<file path="config.mk">
export PLATFORM = sky130hd
export DESIGN_NAME = relay_band_sel
export DESIGN_NICKNAME = d
export VERILOG_FILES = /design/src/rtl/rbs_pkg.sv /design/src/rtl/rbs_req_slot.sv /design/src/rtl/rbs_decode.sv /design/src/rtl/rbs_timer.sv /design/src/rtl/relay_band_sel.sv
export SDC_FILE = /design/constraint.sdc
export NUM_CORES = 1
export LEC_CHECK = 0
export CAP_MARGIN = 30
export CELL_PAD_IN_SITES_DETAIL_PLACEMENT = 1
export CELL_PAD_IN_SITES_GLOBAL_PLACEMENT = 2
export CORE_MARGIN = 10
export CORE_UTILIZATION = 37
export CTS_BUF_LIST = sky130_fd_sc_hd__clkbuf_4 sky130_fd_sc_hd__clkbuf_8
export DETAILED_ROUTE_END_ITERATION = 8
export GPL_TIMING_DRIVEN = 1
export PLACE_DENSITY_LB_ADDON = 0.3
export REMOVE_ABC_BUFFERS = 1
export SLEW_MARGIN = 20
export SYNTH_ARGS = -nofsm -noshare
export SYNTH_HDL_FRONTEND = slang
export SYNTH_SLANG_ARGS = --single-unit
</file>
<file path="constraint.sdc">
create_clock -name clk -period 4.9 [get_ports clk]
set_input_delay 0.735 -clock clk [delete_from_list [all_inputs] [get_ports clk]]
set_output_delay 0.735 -clock clk [all_outputs]
set_load 0.01 [all_outputs]
</file>
<file path="src/rtl/rbs_pkg.sv">
package rbs_pkg;

  localparam int NUM_BANDS = 6;
  localparam int SEL_W     = 8;

  typedef enum logic [1:0] {
    ST_IDLE,
    ST_RST,
    ST_GAP,
    ST_SET
  } seq_state_t;

  typedef struct packed {
    logic [NUM_BANDS-1:0] onehot;
    logic                 ok;
  } band_req_t;

  // Select-byte bit that names band index i (band 1 is index 0).
  function automatic int band_bit(input int idx);
    case (idx)
      0:       return 6;
      1:       return 4;
      2:       return 2;
      3:       return 1;
      4:       return 3;
      default: return 5;
    endcase
  endfunction

endpackage

</file>
<file path="src/rtl/rbs_req_slot.sv">
module rbs_req_slot #(
  parameter int DATA_W = 8
) (
  input  logic              clk,
  input  logic              rst_n,
  input  logic              in_valid,
  output logic              in_ready,
  input  logic [DATA_W-1:0] in_data,
  input  logic              take,
  output logic              full,
  output logic [DATA_W-1:0] data
);

  assign in_ready = !full;

  always_ff @(posedge clk) begin
    if (!rst_n) begin
      full <= 1'b0;
      data <= '0;
    end else if (in_valid && in_ready) begin
      full <= 1'b1;
      data <= in_data;
    end else if (take) begin
      full <= 1'b0;
    end
  end

endmodule

</file>
<file path="src/rtl/rbs_decode.sv">
module rbs_decode
  import rbs_pkg::*;
(
  input  logic [SEL_W-1:0] sel,
  output band_req_t        req
);

  logic [NUM_BANDS-1:0] hit;

  for (genvar i = 0; i < NUM_BANDS; i++) begin : g_band
    assign hit[i] = sel[band_bit(i)];
  end

  always_comb begin
    req.ok     = ($countones(hit) == 1);
    req.onehot = req.ok ? hit : '0;
  end

endmodule

</file>
<file path="src/rtl/rbs_timer.sv">
module rbs_timer #(
  parameter int CNT_W = 13
) (
  input  logic             clk,
  input  logic             rst_n,
  input  logic             load,
  input  logic [CNT_W-1:0] len,
  output logic             expired
);

  logic [CNT_W-1:0] cnt;

  always_ff @(posedge clk) begin
    if (!rst_n) begin
      cnt <= '0;
    end else if (load) begin
      cnt <= len - CNT_W'(1);
    end else if (cnt != '0) begin
      cnt <= cnt - CNT_W'(1);
    end
  end

  assign expired = (cnt == '0);

endmodule

</file>
<file path="src/rtl/relay_band_sel.sv">
module relay_band_sel
  import rbs_pkg::*;
#(
  parameter int PULSE_CYC = 5000,
  parameter int GAP_CYC   = 1000
) (
  input  logic                 clk,
  input  logic                 rst_n,
  input  logic                 req_valid,
  output logic                 req_ready,
  input  logic [SEL_W-1:0]     req_sel,
  output logic [NUM_BANDS-1:0] coil_set,
  output logic                 coil_reset,
  output logic                 busy,
  output logic                 sel_err
);

  localparam int MAX_CYC = (PULSE_CYC > GAP_CYC) ? PULSE_CYC : GAP_CYC;
  localparam int CNT_W   = $clog2(MAX_CYC + 1);

  seq_state_t           state, state_nx;
  logic                 slot_full;
  logic [SEL_W-1:0]     slot_sel;
  logic                 take;
  band_req_t            dec;
  band_req_t            act;
  logic                 tmr_load;
  logic [CNT_W-1:0]     tmr_len;
  logic                 tmr_done;

  rbs_req_slot #(.DATA_W(SEL_W)) u_slot (
    .clk      (clk),
    .rst_n    (rst_n),
    .in_valid (req_valid),
    .in_ready (req_ready),
    .in_data  (req_sel),
    .take     (take),
    .full     (slot_full),
    .data     (slot_sel)
  );

  rbs_decode u_dec (
    .sel (slot_sel),
    .req (dec)
  );

  rbs_timer #(.CNT_W(CNT_W)) u_tmr (
    .clk     (clk),
    .rst_n   (rst_n),
    .load    (tmr_load),
    .len     (tmr_len),
    .expired (tmr_done)
  );

  assign take = (state == ST_IDLE) && slot_full;

  always_comb begin
    state_nx = state;
    tmr_load = 1'b0;
    tmr_len  = CNT_W'(PULSE_CYC);
    case (state)
      ST_IDLE: if (slot_full) begin
        state_nx = ST_RST;
        tmr_load = 1'b1;
      end
      ST_RST: if (tmr_done) begin
        if (act.ok) begin
          state_nx = ST_GAP;
          tmr_load = 1'b1;
          tmr_len  = CNT_W'(GAP_CYC);
        end else begin
          state_nx = ST_IDLE;
        end
      end
      ST_GAP: if (tmr_done) begin
        state_nx = ST_SET;
        tmr_load = 1'b1;
      end
      default: if (tmr_done) begin
        state_nx = ST_IDLE;
      end
    endcase
  end

  always_ff @(posedge clk) begin
    if (!rst_n) begin
      state   <= ST_IDLE;
      act     <= '0;
      sel_err <= 1'b0;
    end else begin
      state <= state_nx;
      if (take) begin
        act     <= dec;
        sel_err <= !dec.ok;
      end
    end
  end

  assign coil_reset = (state == ST_RST);
  assign coil_set   = (state == ST_SET) ? act.onehot : '0;
  assign busy       = (state != ST_IDLE);

endmodule

</file>
* After elaboration in Yosys (flattened, before gate mapping) *
Index checks and enable logic that the tools add are counted.

storage, ports and cells
  register bits after elaboration = 31
  bits in latches = 0
  bits in writable memories = 0
  bits in read-only memories = 0
  input bits = 11
  memories = 0

operators by class
  add/subtract/negate cells = 7
  multiply operators = 0
  div/mod/pow operators = 0
  magnitude comparators = 0
  equal/unequal tests = 7
  shifts and indexed selects = 0
  mux-type cells = 20
  bitwise gates (word level) = 0
  reductions and logical operators = 12

operators with widths
  operator               count
  $mux 13                5
  $add 32x32->32         2
  $eq 32x2->1 const B    1
  $sub 13x1->13 const B  2
  $logic_not 13->1       1
  $reduce_bool 13->1     1
  $mux 6                 2
  $mux 2                 5
  $reduce_bool 2->1      4
  $add 1x1->2            3
  $mux 1                 6
  $pmux 2 s3             1
  $eq 2x2->1 const B     2
  $ne 2x1->1 const B     2
  $reduce_and 4->1       1
  $pmux 1 s3             1
  $eq 2x1->1 const B     1
  $logic_and 1x1->1      2
  $logic_not 1->1        2
  $logic_not 2->1        1
  $ne 2x2->1 const B     1

* Depth between registers and ports, before layout *
  depth in word-level cells = 5
  depth in mapped cells = 9
  gate-level depth less buffers = 9

* By module *
Synthesis repeated with hierarchy kept, for this count alone.

unflattened totals
  cells, all modules = 219
  area, all modules = 1938.1 um2

by module, submodules not included
  module          times used  cells each  area an instance (um2)
  rbs_timer       1           101         863.3
  relay_band_sel  1           59          513.0
  rbs_req_slot    1           40          376.6
  rbs_decode      1           19          185.2

* Least setup slack after synthesis *
No wires, ideal clock.

  path type = flip-flop to flip-flop
  from = reg u_tmr.cnt[7]
  to = reg u_tmr.cnt[12]
  setup time = 0.074 ns
  arrival time = 2.470 ns
  required time = 4.826 ns
  slack = 2.355 ns
  stages on the path, launching flop included = 10
  path buffers = 0
  clock period less this slack = 2.545 ns
  path through = dfxtp_1 > or4_4 > nor3_4 > a31oi_2 > nand2_1 > ha_1 > nand4b_1 > or3_1 > or3_1 > a31oi_1

between the ends
  longest elaborated chain between the ends = 5

ends and longest elaborated chain
  item                    RTL line              text
  start, declared         rbs_timer.sv:11       logic [CNT_W-1:0] cnt;
  start signal, assigned  rbs_timer.sv:17       cnt <= len - CNT_W'(1);
  start signal, assigned  rbs_timer.sv:19       cnt <= cnt - CNT_W'(1);
  $logic_not 13->1        rbs_timer.sv:23       assign expired = (cnt == '0);
  $mux 13                 relay_band_sel.sv:66  ST_RST: if (tmr_done) begin
  $mux 13                 relay_band_sel.sv:61  case (state)
  $sub 13x1->13           rbs_timer.sv:17
  $mux 13                 rbs_timer.sv:16       end else if (load) begin

Several ways; a longest one is shown, not always the timed one. The select of a mux whose other input is x is not followed.
A chain may end at the register's enable or synchronous reset.

* Worst setup path after layout *
  from = reg state[1]
  to = reg u_tmr.cnt[12]

between the ends
  longest elaborated chain between the ends = 4

ends and longest elaborated chain
  item                    RTL line              text
  start, declared         relay_band_sel.sv:21  seq_state_t state, state_nx;
  start signal, assigned  relay_band_sel.sv:91  state <= state_nx;
  $eq 2x1->1              relay_band_sel.sv:61
  $mux 13                 relay_band_sel.sv:61
  $sub 13x1->13           rbs_timer.sv:17
  $mux 13                 rbs_timer.sv:16

Several ways; a longest one is shown, not always the timed one.

==> results by group <==
Setup path
  – Worst endpoint required time: 5.11 ns
  – Crit. End Element: flip-flop
  – Worst setup SP type: flip-flop
  – Slowest cell on crit path: nor2_1
  – CP max FO: 14
  – Critical Path AT: 3.27 ns
  – Critical R2R Launch: state[1]
  – Worst setup path end: u_tmr.cnt[12]
  – Flop2flop setup slack: 1.84 ns
  – Critical path launch point: state[1]
  – Reg2reg path depth: 9
  – Reg2reg end: u_tmr.cnt[12]
  – Setup CP Type: reg -> reg
  – Critical path's most frequent cell: or3_1
  – CP peak stage delay: 0.51 ns
  – Critical path, cell by cell: or2_2 > nor2_1 > a31oi_2 > nand2_1 > ha_1 > nand4b_1 > or3_1 > or3_1 > a31oi_1

Placement
  – Number of I/O port buffers: 18
  – DP Cell Count: 221
  – Detail Placement HPWL: 2.74 mm
  – Final GP Congestion: 0.786
  – Pre-CTS setup slack: 1.84 ns

Yosys
  – Area share of the largest cell type after synthesis: 0.410
  – Seq/Total Area, Yosys: 0.410
  – Main flop type after synthesis: dfxtp_1
  – Post-synthesis cell count: 160
  – Most common cell in the netlist: dfxtp_1
  – Post-synthesis async set-or-reset flop share: 0
  – Dominant cell type by area after synthesis: dfxtp_1
  – EDFF count, synth: 0
  – Synth warn: 0
  – Flops & latches, synth: 30
  – Area contributors post-synth: dfxtp_1 (41%), nor2_1 (5.1%), ha_1 (4.3%), mux2i_1 (4.1%), and3_1 (3.8%)
  – Commonest cells in the netlist: dfxtp_1 (30), nor2_1 (20), inv_1 (10), and3_1 (9), nand2_1 (9)
  – Post-Syn Area: approximately 0.0015 mm²
  – Distinct cells, synth: 45
  – Syn Area/Cell: approximately 9.2 µm²

Pwr
  – LEAKAGE: 0.745 nW
  – Peak VDD IR: 0.000235 V
  – Power per cell area: 513 mW/mm²

Detailed routing
  – Drt pass-1 iters: 4
  – WL final: 3.69 mm
  – DR DRC count: 0
  – Routed len/inst: 16.1 µm
  – Antenna viol nets, final: 0
  – Initial DRC Count: 65
  – Vias: 1233
  – Vias/cell: 5.38

Global routing
  – Vias in the first global route: 1301
  – First-pass GRT wire length: 6.58 mm
  – GRT overflow: 0
  – Initial antenna violation count: 0
  – Largest net degree at the start of global routing: 15
  – Gr usage total: 0.115

STA
  – Slew Limit Headroom: 0.526
  – Tightest Pin Transition: 0.710 ns
  – Fin Setup TNS: 0 ns
  – Achievable Freq: 327 MHz
  – RSZ-0062 raised after global routing: no
  – Tcrit/Tclk final: 0.624
  – Clock Skew: 0.00236 ns
  – Final setup vio count: 0
  – Final slew viol count: 0
  – Fin worst setup slack: 1.84 ns
  – Fin. Hold Viols: 0
  – Final min period: 3.06 ns

Floorplan
  – I/O pin cnt: 21
  – Initial Utilization: 0.392
  – Num rows: 22
  – Die area: 0.00688 mm²
  – CORE AREA: 0.00374 mm²
  – Die X: 83.0 µm
  – Die H: 83.0 µm

Layout
  – Nets: between 150 and 200
  – Finished Layout Cells: about 230
  – # fillers: ~460
  – Diode count: 0
  – Synth-to-layout area growth: 22.6%
  – Share of cells above drive strength 1: 0.110

Clock tree
  – H-tree depth: 2
  – CTS tree: done
  – CTS resizes: 0
  – Clk pin slew, worst setup/hold paths: around 0.06 ns
  – CTS Buf Count: 5
  – Root Driver: clkbuf_8
  – Setup bufs post-CTS: 0
  – Worst-skew pair later-pin latency: 0.28 ns
  – Clk sinks: 30
  – Longest Clk Path Bufs: 2
  – Hold buffer count at cts: 0

Hold path
  – Hold Crit Class: reg -> reg

Outcome
  – Status: finished, final reports clean

Flow run
  – Max-Cap Viols: 0
placed cells by master (no fill, tap or decap), drive strengths merged, types with 5 or more instances in the layout:
cell / n
ha: 5
dfxtp: 30
or3: 6
a21oi: 5
nand2: 9
and3: 10
nor2: 21
nor3: 5
mux2i: 6
clkdlybuf4s50: 18
a22o: 6
clkbuf: 8
inv: 10
o21ai: 5
flip-flops by register name, indices dropped and copies added, names as in the netlist:
register and count:
sel_err 1, u_slot.data 6, u_tmr.cnt 13, u_slot.full 1
state 2, act 7
worst min-delay path by stage:
| stage | from | endpoint | slack [ns] | cells after the start |
|---|---|---|---|---|
| 3_3_place_gp | act[0] | act[0] | 0.44 | 1 |
| 3_5_place_dp | act[0] | act[0] | 0.45 | 1 |
| 2_1_floorplan | act[0] | act[0] | 0.43 | 1 |
| 4_1_cts | act[0] | act[0] | 0.47 | 1 |
| 5_1_grt | act[3] | act[3] | 0.50 | 1 |
| 6_report | act[0] | act[0] | 0.46 | 1 |
cells by family after synthesis:
kind of cell               Yosys count  share of synthesized area
adders and majority gates            7                     0.0700
buffers and inverters               15                     0.0384
xor gates and xnor gates             3                     0.0179
and+or+nand+nor                     65                      0.245
AOI/OAI and AO/OA                   34                      0.178
muxes                                6                     0.0410
DFF                                 30                      0.410
stage by stage:
| step | hold WS [ns] | util | power [mW] | cell area [µm²] |
|---|---|---|---|---|
| floorplan | 0.427 | - | 0.599 | 1450 |
| global placement | 0.440 | 0.451 | 0.667 | 1690 |
| detailed placement | 0.446 | 0.451 | 0.688 | 1690 |
| CTS | 0.466 | 0.480 | 0.935 | 1800 |
| global route | 0.496 | 0.480 | 0.994 | 1800 |
| finish | 0.462 | 0.480 | 0.922 | 1800 |
cell type report:
type	instances	area, µm²	area share
multi-input combinational	115	810	0.450
sequential	30	601	0.334
timing repair buffer	18	180	0.100
clock buffer	8	110	0.0612
tap	48	60.1	0.0334
inverter	10	37.5	0.0209
power breakdown:
part           internal, mW  switching [mW]  total (mW)
combinational         0.146           0.191       0.337
sequential            0.295          0.0523       0.348
clock                 0.142          0.0956       0.237
routing by layer:
metal  vias up  global-route usage  routed length [µm]
li1        613                   -                   -
met2        19               0.172                1710
met1       595               0.137                1710
met4         0              0.0600                  82
met5         -                   0                   0
met3         6              0.0459                 190
critical path, delay by kind of cell, from the launching register on:
family,cells,cell delay [ns]
and+or+nand+nor,6,1.95
DFF,1,0.44
AOI/OAI and AO/OA,2,0.35
adders and majority gates,1,0.23
Power figures use the tool's default switching activity.
